===== config.mk =====
export PLATFORM = sky130hd
export DESIGN_NAME = match_classifier
export DESIGN_NICKNAME = d
export VERILOG_FILES = /design/src/rtl/mc_pkg.sv /design/src/rtl/mc_queue_flags.sv /design/src/rtl/mc_classify.sv /design/src/rtl/mc_result_reg.sv /design/src/rtl/match_classifier.sv
export SDC_FILE = /design/constraint.sdc
export NUM_CORES = 1
export LEC_CHECK = 0
export CAP_MARGIN = 0
export CELL_PAD_IN_SITES_DETAIL_PLACEMENT = 0
export CELL_PAD_IN_SITES_GLOBAL_PLACEMENT = 1
export CORE_ASPECT_RATIO = 0.5
export CORE_UTILIZATION = 23
export DETAILED_ROUTE_END_ITERATION = 16
export PLACE_DENSITY = 0.85
export SLEW_MARGIN = 15
export SYNTH_ARGS = -nofsm -noshare
export SYNTH_HDL_FRONTEND = slang
export SYNTH_HIERARCHICAL = 1
export SYNTH_SLANG_ARGS = --single-unit

===== constraint.sdc =====
create_clock -name clk -period 1.9 [get_ports clk]
set_clock_uncertainty 0.05 [all_clocks]
set_input_delay 0.19 -clock clk [delete_from_list [all_inputs] [get_ports clk]]
set_output_delay 0.19 -clock clk [all_outputs]
set_load 0.05 [all_outputs]

===== src/rtl/mc_pkg.sv =====
package mc_pkg;
  typedef struct packed {
    logic lookup;
    logic release_pkt;
    logic complete;
  } mc_verdict_t;
endpackage


===== src/rtl/mc_queue_flags.sv =====
module mc_queue_flags #(
  parameter int NUM_Q = 4,
  parameter int QW    = $clog2(NUM_Q)
) (
  input  logic             clk,
  input  logic             rst,
  input  logic             valid,
  input  logic [QW-1:0]    qid,
  input  logic             sop,
  input  logic             root_now,
  input  logic             complete,
  output logic             root_eff,
  output logic             blocked,
  output logic [NUM_Q-1:0] flush_q,
  output logic [NUM_Q-1:0] ignore_q
);
  logic [NUM_Q-1:0] root_seen;

  for (genvar i = 0; i < NUM_Q; i++) begin : g_q
    logic sel;
    assign sel = valid && (qid == QW'(i));

    always_ff @(posedge clk) begin
      if (rst) begin
        root_seen[i] <= 1'b0;
        flush_q[i]   <= 1'b0;
        ignore_q[i]  <= 1'b0;
      end else begin
        if (sel) root_seen[i] <= sop ? root_now : (root_seen[i] | root_now);
        flush_q[i] <= sel & complete;
        if (sel && sop)      ignore_q[i] <= 1'b0;
        else if (flush_q[i]) ignore_q[i] <= 1'b1;
      end
    end
  end

  always_comb begin
    root_eff = root_now | (!sop & root_seen[qid]);
    blocked  = valid & !sop & (ignore_q[qid] | flush_q[qid]);
  end
endmodule


===== src/rtl/mc_classify.sv =====
module mc_classify
  import mc_pkg::*;
#(
  parameter int ADDR_W = 16
) (
  input  logic              valid,
  input  logic              blocked,
  input  logic              root_eff,
  input  logic              eop,
  input  logic [ADDR_W-1:0] node,
  input  logic [ADDR_W-1:0] next_ptr,
  input  logic [ADDR_W-1:0] fail_ptr,
  output mc_verdict_t       verdict
);
  logic leaf, at_root, end_in_path, full_hit, part_hit, live;

  always_comb begin
    leaf        = (next_ptr == '0);
    at_root     = (node == '0);
    end_in_path = eop & !at_root & (next_ptr != fail_ptr);
    full_hit    = root_eff & leaf;
    part_hit    = (!root_eff & leaf) | end_in_path;
    live        = valid & !blocked;
    verdict.lookup      = live & (full_hit | part_hit);
    verdict.release_pkt = live & eop & !full_hit & !part_hit;
    verdict.complete    = live & full_hit;
  end
endmodule


===== src/rtl/mc_result_reg.sv =====
module mc_result_reg
  import mc_pkg::*;
#(
  parameter int QW     = 2,
  parameter int RULE_W = 16
) (
  input  logic              clk,
  input  logic              rst,
  input  mc_verdict_t       verdict,
  input  logic [QW-1:0]     qid,
  input  logic [RULE_W-1:0] rule,
  output logic              lookup_valid,
  output logic [QW-1:0]     lookup_qid,
  output logic [RULE_W-1:0] lookup_rule,
  output logic              release_valid,
  output logic [QW-1:0]     release_qid
);
  always_ff @(posedge clk) begin
    if (rst) begin
      lookup_valid  <= 1'b0;
      lookup_qid    <= '0;
      lookup_rule   <= '0;
      release_valid <= 1'b0;
      release_qid   <= '0;
    end else begin
      lookup_valid  <= verdict.lookup;
      release_valid <= verdict.release_pkt;
      if (verdict.lookup) begin
        lookup_qid  <= qid;
        lookup_rule <= rule;
      end
      if (verdict.release_pkt) release_qid <= qid;
    end
  end
endmodule


===== src/rtl/match_classifier.sv =====
module match_classifier
  import mc_pkg::*;
#(
  parameter int NUM_Q  = 4,
  parameter int ADDR_W = 16,
  parameter int RULE_W = 16,
  localparam int QW    = (NUM_Q > 1) ? $clog2(NUM_Q) : 1
) (
  input  logic              clk,
  input  logic              rst,
  input  logic              in_valid,
  input  logic [QW-1:0]     in_qid,
  input  logic              in_sop,
  input  logic              in_eop,
  input  logic [ADDR_W-1:0] in_node,
  input  logic [ADDR_W-1:0] in_next,
  input  logic [ADDR_W-1:0] in_fail,
  input  logic [RULE_W-1:0] in_rule,
  output logic              lookup_valid,
  output logic [QW-1:0]     lookup_qid,
  output logic [RULE_W-1:0] lookup_rule,
  output logic              release_valid,
  output logic [QW-1:0]     release_qid,
  output logic [NUM_Q-1:0]  flush_mask,
  output logic [NUM_Q-1:0]  ignore_mask
);
  logic        root_eff, blocked, root_now;
  mc_verdict_t verdict;

  assign root_now = (in_node == '0);

  mc_queue_flags #(.NUM_Q(NUM_Q), .QW(QW)) u_flags (
    .clk(clk), .rst(rst), .valid(in_valid), .qid(in_qid), .sop(in_sop),
    .root_now(root_now), .complete(verdict.complete),
    .root_eff(root_eff), .blocked(blocked),
    .flush_q(flush_mask), .ignore_q(ignore_mask)
  );

  mc_classify #(.ADDR_W(ADDR_W)) u_cls (
    .valid(in_valid), .blocked(blocked), .root_eff(root_eff), .eop(in_eop),
    .node(in_node), .next_ptr(in_next), .fail_ptr(in_fail), .verdict(verdict)
  );

  mc_result_reg #(.QW(QW), .RULE_W(RULE_W)) u_out (
    .clk(clk), .rst(rst), .verdict(verdict), .qid(in_qid), .rule(in_rule),
    .lookup_valid(lookup_valid), .lookup_qid(lookup_qid), .lookup_rule(lookup_rule),
    .release_valid(release_valid), .release_qid(release_qid)
  );
endmodule


==> results of run 1 <==
## per-layer routing
metal / part of all wire, % / track usage [%] / up-vias
li1: - / - / 847
met1: 42 / 14.9 / 785
met2: 54 / 27.2 / 25
met3: 2.5 / 3.38 / 12
met4: 1.9 / 5.00 / 0
met5: 0 / 0 / -
## worst max-delay path, stage by stage, from the launching register on
cell and delay, ps:
sky130_fd_sc_hd__dfxtp_4 350, sky130_fd_sc_hd__nor4b_2 250, sky130_fd_sc_hd__a2111o_1 130, sky130_fd_sc_hd__a21oi_2 40
sky130_fd_sc_hd__buf_4 130, sky130_fd_sc_hd__nor3b_4 200, sky130_fd_sc_hd__a31o_1 210, sky130_fd_sc_hd__buf_6 150
sky130_fd_sc_hd__buf_12 120, sky130_fd_sc_hd__mux2i_1 190, sky130_fd_sc_hd__nor2_1 70
## worst max path at each step
stage                             to  slack (ps)  cells after the start
6_report       u_out/lookup_rule[11]        -120                     10
5_1_grt        u_out/lookup_rule[11]        -210                      9
4_1_cts        u_out/lookup_rule[11]         -50                      9
3_5_place_dp    u_out/lookup_rule[8]        -510                      9
3_3_place_gp    u_out/lookup_rule[1]        -420                      9
2_1_floorplan    u_out/lookup_qid[0]        -120                      9
## repair_timing
action | 4_1_cts | 5_1_grt
endpoints found under the hold margin | 0 | 0
setup endpoints to repair | 25 | 25
pin swaps | 15 | 15
gates cloned | 2 | 1
resized for setup | 19 | 15
buffers inserted | 5 | 2
## sequential cells by signal, summed over array words and instances (netlist names)
| signal | flops |
|---|---|
| u_out/release_qid | 2 |
| u_out/release_valid | 1 |
| u_out/lookup_valid | 1 |
| u_flags/ignore_q | 4 |
| u_out/lookup_qid | 2 |
| u_flags/root_seen | 4 |
| u_out/lookup_rule | 16 |
| u_flags/flush_q | 4 |
## power breakdown
group	leakage (nW)	switching [mW]	internal, mW	total, mW
Sequential	0.282	0.0105	0.725	0.735
Combinational	0.832	0.199	0.239	0.438
Clock	0.0847	0.302	0.619	0.921
Total	1.20	0.511	1.58	2.09
## kinds of logic after synthesis
| group | count (synthesis) |
|---|---|
| simple gates | 74 |
| flops | 34 |
| mux | 22 |
| xor+xnor | 16 |
| buf+inv | 11 |
| compound gates | 10 |
## area by class of cell
| cell class | count | area [um2] |
|---|---|---|
| clock buffers | 5 | 125 |
| clock inverters | 3 | 42.5 |
| fillers | 614 | 3570 |
| inverters | 4 | 15.0 |
| multi-input cells | 122 | 905 |
| flip-flops and latches | 34 | 706 |
| well taps | 92 | 115 |
| repair buffers | 124 | 1220 |
## through the flow
step | total power, mW | hold WS [ps] | TNS [ps]
after floorplan | 0.925 | 212 | -1100
after global placement | 1.15 | 416 | -9650
after detailed placement | 1.16 | 427 | -11360
after CTS | 2.10 | 394 | -389
after global routing | 2.16 | 437 | -3390
final | 2.09 | 403 | -1620
## layout by cell type (no fill, tap or decap), types with 2 or more instances in the layout
cell type                          n
sky130_fd_sc_hd__buf_4            19
sky130_fd_sc_hd__and3_2            2
sky130_fd_sc_hd__mux2i_1          21
sky130_fd_sc_hd__nor3_1            5
sky130_fd_sc_hd__buf_6             3
sky130_fd_sc_hd__o32ai_1           3
sky130_fd_sc_hd__dfxtp_4           6
sky130_fd_sc_hd__inv_4             2
sky130_fd_sc_hd__dfxtp_1          26
sky130_fd_sc_hd__clkdlybuf4s50_1  85
sky130_fd_sc_hd__nand4_1           4
sky130_fd_sc_hd__nor4_1           10
sky130_fd_sc_hd__dfxtp_2           2
sky130_fd_sc_hd__nand2b_1          3
sky130_fd_sc_hd__a21oi_2           2
sky130_fd_sc_hd__nor2_2            4
sky130_fd_sc_hd__dlymetal6s2s_1    4
sky130_fd_sc_hd__clkbuf_16         5
sky130_fd_sc_hd__inv_1             4
sky130_fd_sc_hd__nor2_1           25
sky130_fd_sc_hd__xor2_1           16
sky130_fd_sc_hd__nor4_2            6
sky130_fd_sc_hd__dlygate4sd2_1    11
sky130_fd_sc_hd__nor2b_1           3
sky130_fd_sc_hd__nand2_1           4
==> impl_metrics.sql, run 1 <==
INSERT INTO impl_metrics (metric_group, metric, value, unit) VALUES
('drt', 'detailroute.via_count', '1669', ''),
('global_routing', 'grt_usage', '13.8', '%'),
('global_routing', 'grt-ovfl-total', '0', ''),
('yosys', 'synthXorXnorAreaFrac', '8.76', '%'),
('clocking', 'postCtsHoldBufs', '0', ''),
('timing', 'setup_ws', '-122', 'ps'),
('clocking', 'clkLatencyLatePin', '270', 'ps'),
('global_routing', 'grt_antenna_before_repair', '0', ''),
('worst_hold_path', 'worst_hold_path_depth', '3', ''),
('yosys', 'yosys.area_share.adder', '0', '%'),
('worst_setup_path', 'worst_setup_path_end_kind', 'flop', ''),
('timing', 'slew_violations', '0', ''),
('run_status', 'outcome', 'finished with violations', ''),
('final_layout', 'finalCoreUtilization', '46.7', '%'),
('yosys', 'synth_top_family_by_area', 'simple AND/OR/NAND/NOR gates', ''),
('clocking', 'clk_transition_reported_paths', '60', 'ps'),
('run_status', 'violated_checks', 'setup timing', ''),
('worst_hold_path', 'hold_path_startpoint', 'in_qid[1]', ''),
('timing', 'timing.slew.headroom', '64.4', '%'),
('yosys', 'yosysSeqAreaShare', '42.5', '%'),
('yosys', 'synthesis.yosys.warnings', '6', ''),
('worst_setup_path', 'critical_path.reg2reg.endpoint', 'u_out/lookup_rule[11]', ''),
('worst_setup_path', 'worst-endpoint-arrival', '2130', 'ps'),
('power_and_ir_drop', 'p_leak', '1.20', 'nW'),
('floorplanning', 'coreArea', '6700', 'um2'),
('yosys', 'post_synth.cell_area_avg', '9.58', 'um2'),
('floorplanning', 'floorplan.die.width', '120', 'um'),
('global_routing', 'grt_max_degree', '24', ''),
('clocking', 'cts_inserted_buffers', '5', ''),
('drt', 'first_iter_violations', '81', ''),
('place', 'placement.cell_area', '2810', 'um2'),
('clocking', 'clock_tree_from_tritoncts', 'done', ''),
('worst_setup_path', 'critical_path.max_fanout', '5', ''),
('yosys', 'synth-async-reset-ratio', '0', '%'),
('yosys', 'synth_area_leader_cell', 'sky130_fd_sc_hd__dfxtp_1', ''),
('timing', 'timing_hold_violations_final', '0', ''),
('yosys', 'synth.mux.area_fraction', '13.8', '%'),
('worst_setup_path', 'data_required_critical_path', '2010', 'ps'),
('drt', 'firstDrtPassIters', '4', ''),
('worst_setup_path', 'timing_worst_setup_path_type', 'reg2reg', ''),
('timing', 'fin_crit', '2020', 'ps'),
('clocking', 'clock_path_buffers', '2', ''),
('timing', 'setup_viol', '18', ''),
('global_routing', 'grt_pass1_wl', '7.74', 'mm'),
('final_layout', 'layout.nets', '362', ''),
('yosys', 'synth.most_common_cell', 'sky130_fd_sc_hd__dfxtp_1', ''),
('drt', 'wl', '5.22', 'mm'),
('drt', 'routed_wire_length_per_instance', '13.6', 'um'),
('worst_hold_path', 'hold_class', 'in2reg', ''),
('final_layout', 'layout.cells.non_filler', '384', ''),
('worst_setup_path', 'r2r-start', 'u_flags/ignore_q[2]', ''),
('final_layout', 'relative_area_change_from_synthesis_to_final_layout', '95.5', '%'),
('place', 'pre_cts_setup_slack', '-505', 'ps'),
('power_and_ir_drop', 'power.density', '669', 'nW/um2'),
('global_routing', 'grt_pass1_vias', '1650', ''),
('worst_setup_path', 'r2r_slack', '-120', 'ps'),
('final_layout', 'finish.instance_area', '3130', 'um2'),
('drt', 'route.detailed.vias_per_inst', '4.35', ''),
('yosys', 'synth_cells', '167', ''),
('yosys', 'yosysUniqueCellTypes', '33', ''),
('floorplanning', 'design.die.area', '7320', 'um2'),
('drt', 'final_antenna_net_count', '0', ''),
('clocking', 'clock_sink_count', '34', ''),
('yosys', 'syn_area', '1600', 'um2'),
('clocking', 'htree_levels', '2', ''),
('clocking', 'clock-root-buffer', 'sky130_fd_sc_hd__clkbuf_16', ''),
('yosys', 'post_synth_and_or_nand_nor_area_fraction', '24.6', '%'),
('drt', 'route.detailed.drc', '0', ''),
('timing', 'timing_worst_slew_pin_value', '532', 'ps'),
('power_and_ir_drop', 'ir_drop', '368', 'uV'),
('place', 'buffer_ports.inserted', '100', '');
(Power assumes the default switching activity.)
==> run 2, diff against run 1 <==
Settings changed: SKIP_CTS_REPAIR_TIMING set to 1.
==> impl_metrics.sql, run 2 (synthesis gave the netlist of run 1 again) <==
INSERT INTO impl_metrics (metric_group, metric, value, unit) VALUES
('worst_hold_path', 'hold_class', 'in2reg', ''),
('drt', 'route.detailed.drc', '0', ''),
('drt', 'detailroute.via_count', '1640', ''),
('run_status', 'violated_checks', 'setup timing', ''),
('clocking', 'clk_transition_reported_paths', '50', 'ps'),
('final_layout', 'nFillCells', '608', ''),
('power_and_ir_drop', 'p_leak', '1.28', 'nW'),
('worst_setup_path', 'data_required_critical_path', '2010', 'ps'),
('run', 'number_of_maximum_capacitance_violations', '0', ''),
('floorplanning', 'num_rows', '21', ''),
('place', 'finalWeightedCongestion', '0.821', ''),
('worst_setup_path', 'critical_path.max_fanout', '5', ''),
('drt', 'first_iter_violations', '85', ''),
('place', 'placed_wire_length_estimate', '3.93', 'mm'),
('final_layout', 'drive_above_1_share', '19.2', '%'),
('drt', 'wl', '5.14', 'mm'),
('worst_setup_path', 'cell_by_cell_trace_of_the_critical_path', 'nor2_2 > a2111o_1 > a21oi_2 > and3b_2 > a31o_4 > clkbuf_16 > mux2i_1 > nor2_1', ''),
('drt', 'firstDrtPassIters', '4', ''),
('place', 'placement.cell_area', '2810', 'um2'),
('floorplanning', 'design.die.area', '7320', 'um2'),
('final_layout', 'final-seq-area', '706', 'um2'),
('global_routing', 'grt_pass1_vias', '1600', ''),
('timing', 'finalCritPeriodShare', '102', '%'),
('timing', 'timing_hold_violations_final', '0', ''),
('final_layout', 'layout.nets', '357', ''),
('final_layout', 'most-common-layout-cells', '84 x sky130_fd_sc_hd__clkdlybuf4s50_1, 26 x sky130_fd_sc_hd__nor2_1, 26 x sky130_fd_sc_hd__dfxtp_1, 20 x sky130_fd_sc_hd__mux2i_1', ''),
('place', 'buffer_ports.inserted', '100', ''),
('final_layout', 'multi_input_area', '918', 'um2'),
('final_layout', 'insertedDiodeCount', '0', ''),
('clocking', 'clock_tree_from_tritoncts', 'done', ''),
('run_status', 'outcome', 'finished with violations', ''),
('global_routing', 'grt_usage', '12.9', '%'),
('floorplanning', 'chipHeight', '61.0', 'um'),
('clocking', 'clock-root-buffer', 'sky130_fd_sc_hd__clkbuf_16', ''),
('timing', 'slew_violations', '0', ''),
('floorplanning', 'coreArea', '6700', 'um2'),
('worst_setup_path', 'cp_top_family', 'compound AO/OA/AOI/OAI gates', ''),
('place', 'pre_cts_setup_slack', '-505', 'ps'),
('timing', 'fin_crit', '1940', 'ps'),
('worst_setup_path', 'worst_setup_path_end_kind', 'flop', ''),
('global_routing', 'grt_max_degree', '24', ''),
('final_layout', 'number_of_flip_flops_in_the_largest_register', '16', ''),
('timing', 'setup_ws', '-39.4', 'ps'),
('floorplanning', 'top_level_ports', '101', ''),
('timing', 'rsz0062_at_grt', 'true', ''),
('final_layout', 'finish.instance_area', '3160', 'um2'),
('drt', 'route.detailed.vias_per_inst', '4.33', ''),
('final_layout', 'most_common_library_cell_in_the_layout_ignoring_fill_and_taps', 'sky130_fd_sc_hd__clkdlybuf4s50_1', ''),
('worst_setup_path', 'critical-path-max-stage-delay', '370', 'ps'),
('clocking', 'cts_inserted_buffers', '5', ''),
('timing', 'fmaxAchievable', '516', 'MHz'),
('worst_setup_path', 'worst-endpoint-arrival', '2050', 'ps'),
('clocking', 'htree_levels', '2', ''),
('drt', 'routed_wire_length_per_instance', '13.6', 'um'),
('power_and_ir_drop', 'ir_drop', '370', 'uV'),
('clocking', 'clkLatencyLatePin', '270', 'ps'),
('power_and_ir_drop', 'power.density', '663', 'nW/um2'),
('floorplanning', 'floorplan.die.width', '120', 'um'),
('worst_setup_path', 'crit_slowest_cell', 'sky130_fd_sc_hd__a2111o_1', ''),
('final_layout', 'top_register', 'u_out/lookup_rule', ''),
('clocking', 'clock_path_buffers', '2', ''),
('drt', 'final_antenna_net_count', '0', ''),
('timing', 'setup_viol', '11', ''),
('global_routing', 'grt-ovfl-total', '0', ''),
('clocking', 'clock_sink_count', '34', ''),
('final_layout', 'relative_area_change_from_synthesis_to_final_layout', '97.3', '%'),
('timing', 'timing_worst_slew_pin_value', '535', 'ps'),
('global_routing', 'grt_pass1_wl', '7.29', 'mm'),
('global_routing', 'grt_antenna_before_repair', '0', ''),
('worst_setup_path', 'cp.buffers_inverters', '1', ''),
('worst_setup_path', 'timing_worst_setup_path_type', 'reg2reg', ''),
('timing', 'timing.slew.headroom', '64.2', '%'),
('floorplanning', 'floorplan.initialDensity', '23.9', '%'),
('worst_setup_path', 'timing.critical_path.from_type', 'flop', '');
-- run 2: final timing paths --
path	startpoint	end	slack (ps)	cells past startpoint
worst max-delay path	u_flags/ignore_q[0]	u_out/lookup_rule[10]	-40	8
worst min-delay path	in_qid[1]	u_flags/flush_q[2]	300	3
worst max register to register	u_flags/ignore_q[0]	u_out/lookup_rule[10]	-40	8
worst min register to register	u_flags/root_seen[0]	u_flags/root_seen[0]	430	2
-- run 2: tightest hold or removal path, stage by stage --
cell	delay [ps]
sky130_fd_sc_hd__dlymetal6s2s_1	190
sky130_fd_sc_hd__nand2_1	140
sky130_fd_sc_hd__nor3_2	60
-- run 2: cell type report --
class | count | area share [%]
multi-input cells | 122 | 29.1
well taps | 92 | 3.65
repair buffers | 119 | 39.1
clock buffers | 5 | 3.96
flip-flops and latches | 34 | 22.4
inverters | 4 | 0.476
clock inverters | 3 | 1.35
-- run 2: per-stage QoR --
step                hold WS [ps]  total power, mW  cells  util, %  TNS, ps
floorplan                    212            0.925    167        -    -1100
global placement             416             1.15    368     41.9    -9650
detailed placement           427             1.16    368     41.9   -11360
CTS                          439             2.08    376     44.4    -4140
global route                 325             2.16    379     47.1    -1480
finish                       296             2.09    379     47.1     -232
-- run 2: routing by layer --
metal  global-route usage, %  up-vias  share of wire (%)
met5                       0        -                  0
met4                    4.11        0                1.1
met3                    2.91        8                2.2
met2                    25.0       19                 54
met1                    14.5      774                 42
li1                        -      839                  -
-- run 2: report_power, final --
| part | leakage, nW | switching, mW | internal (mW) |
|---|---|---|---|
| Sequential | 0.282 | 0.0107 | 0.725 |
| Clock | 0.0847 | 0.298 | 0.619 |
| Combinational | 0.911 | 0.199 | 0.241 |
==> run 3, diff against run 2 <==
Settings changed: GPL_ROUTABILITY_DRIVEN set to 0.
==> results of run 3 <==
Same layout as run 2: the final DEF is identical, and so are final timing and power.
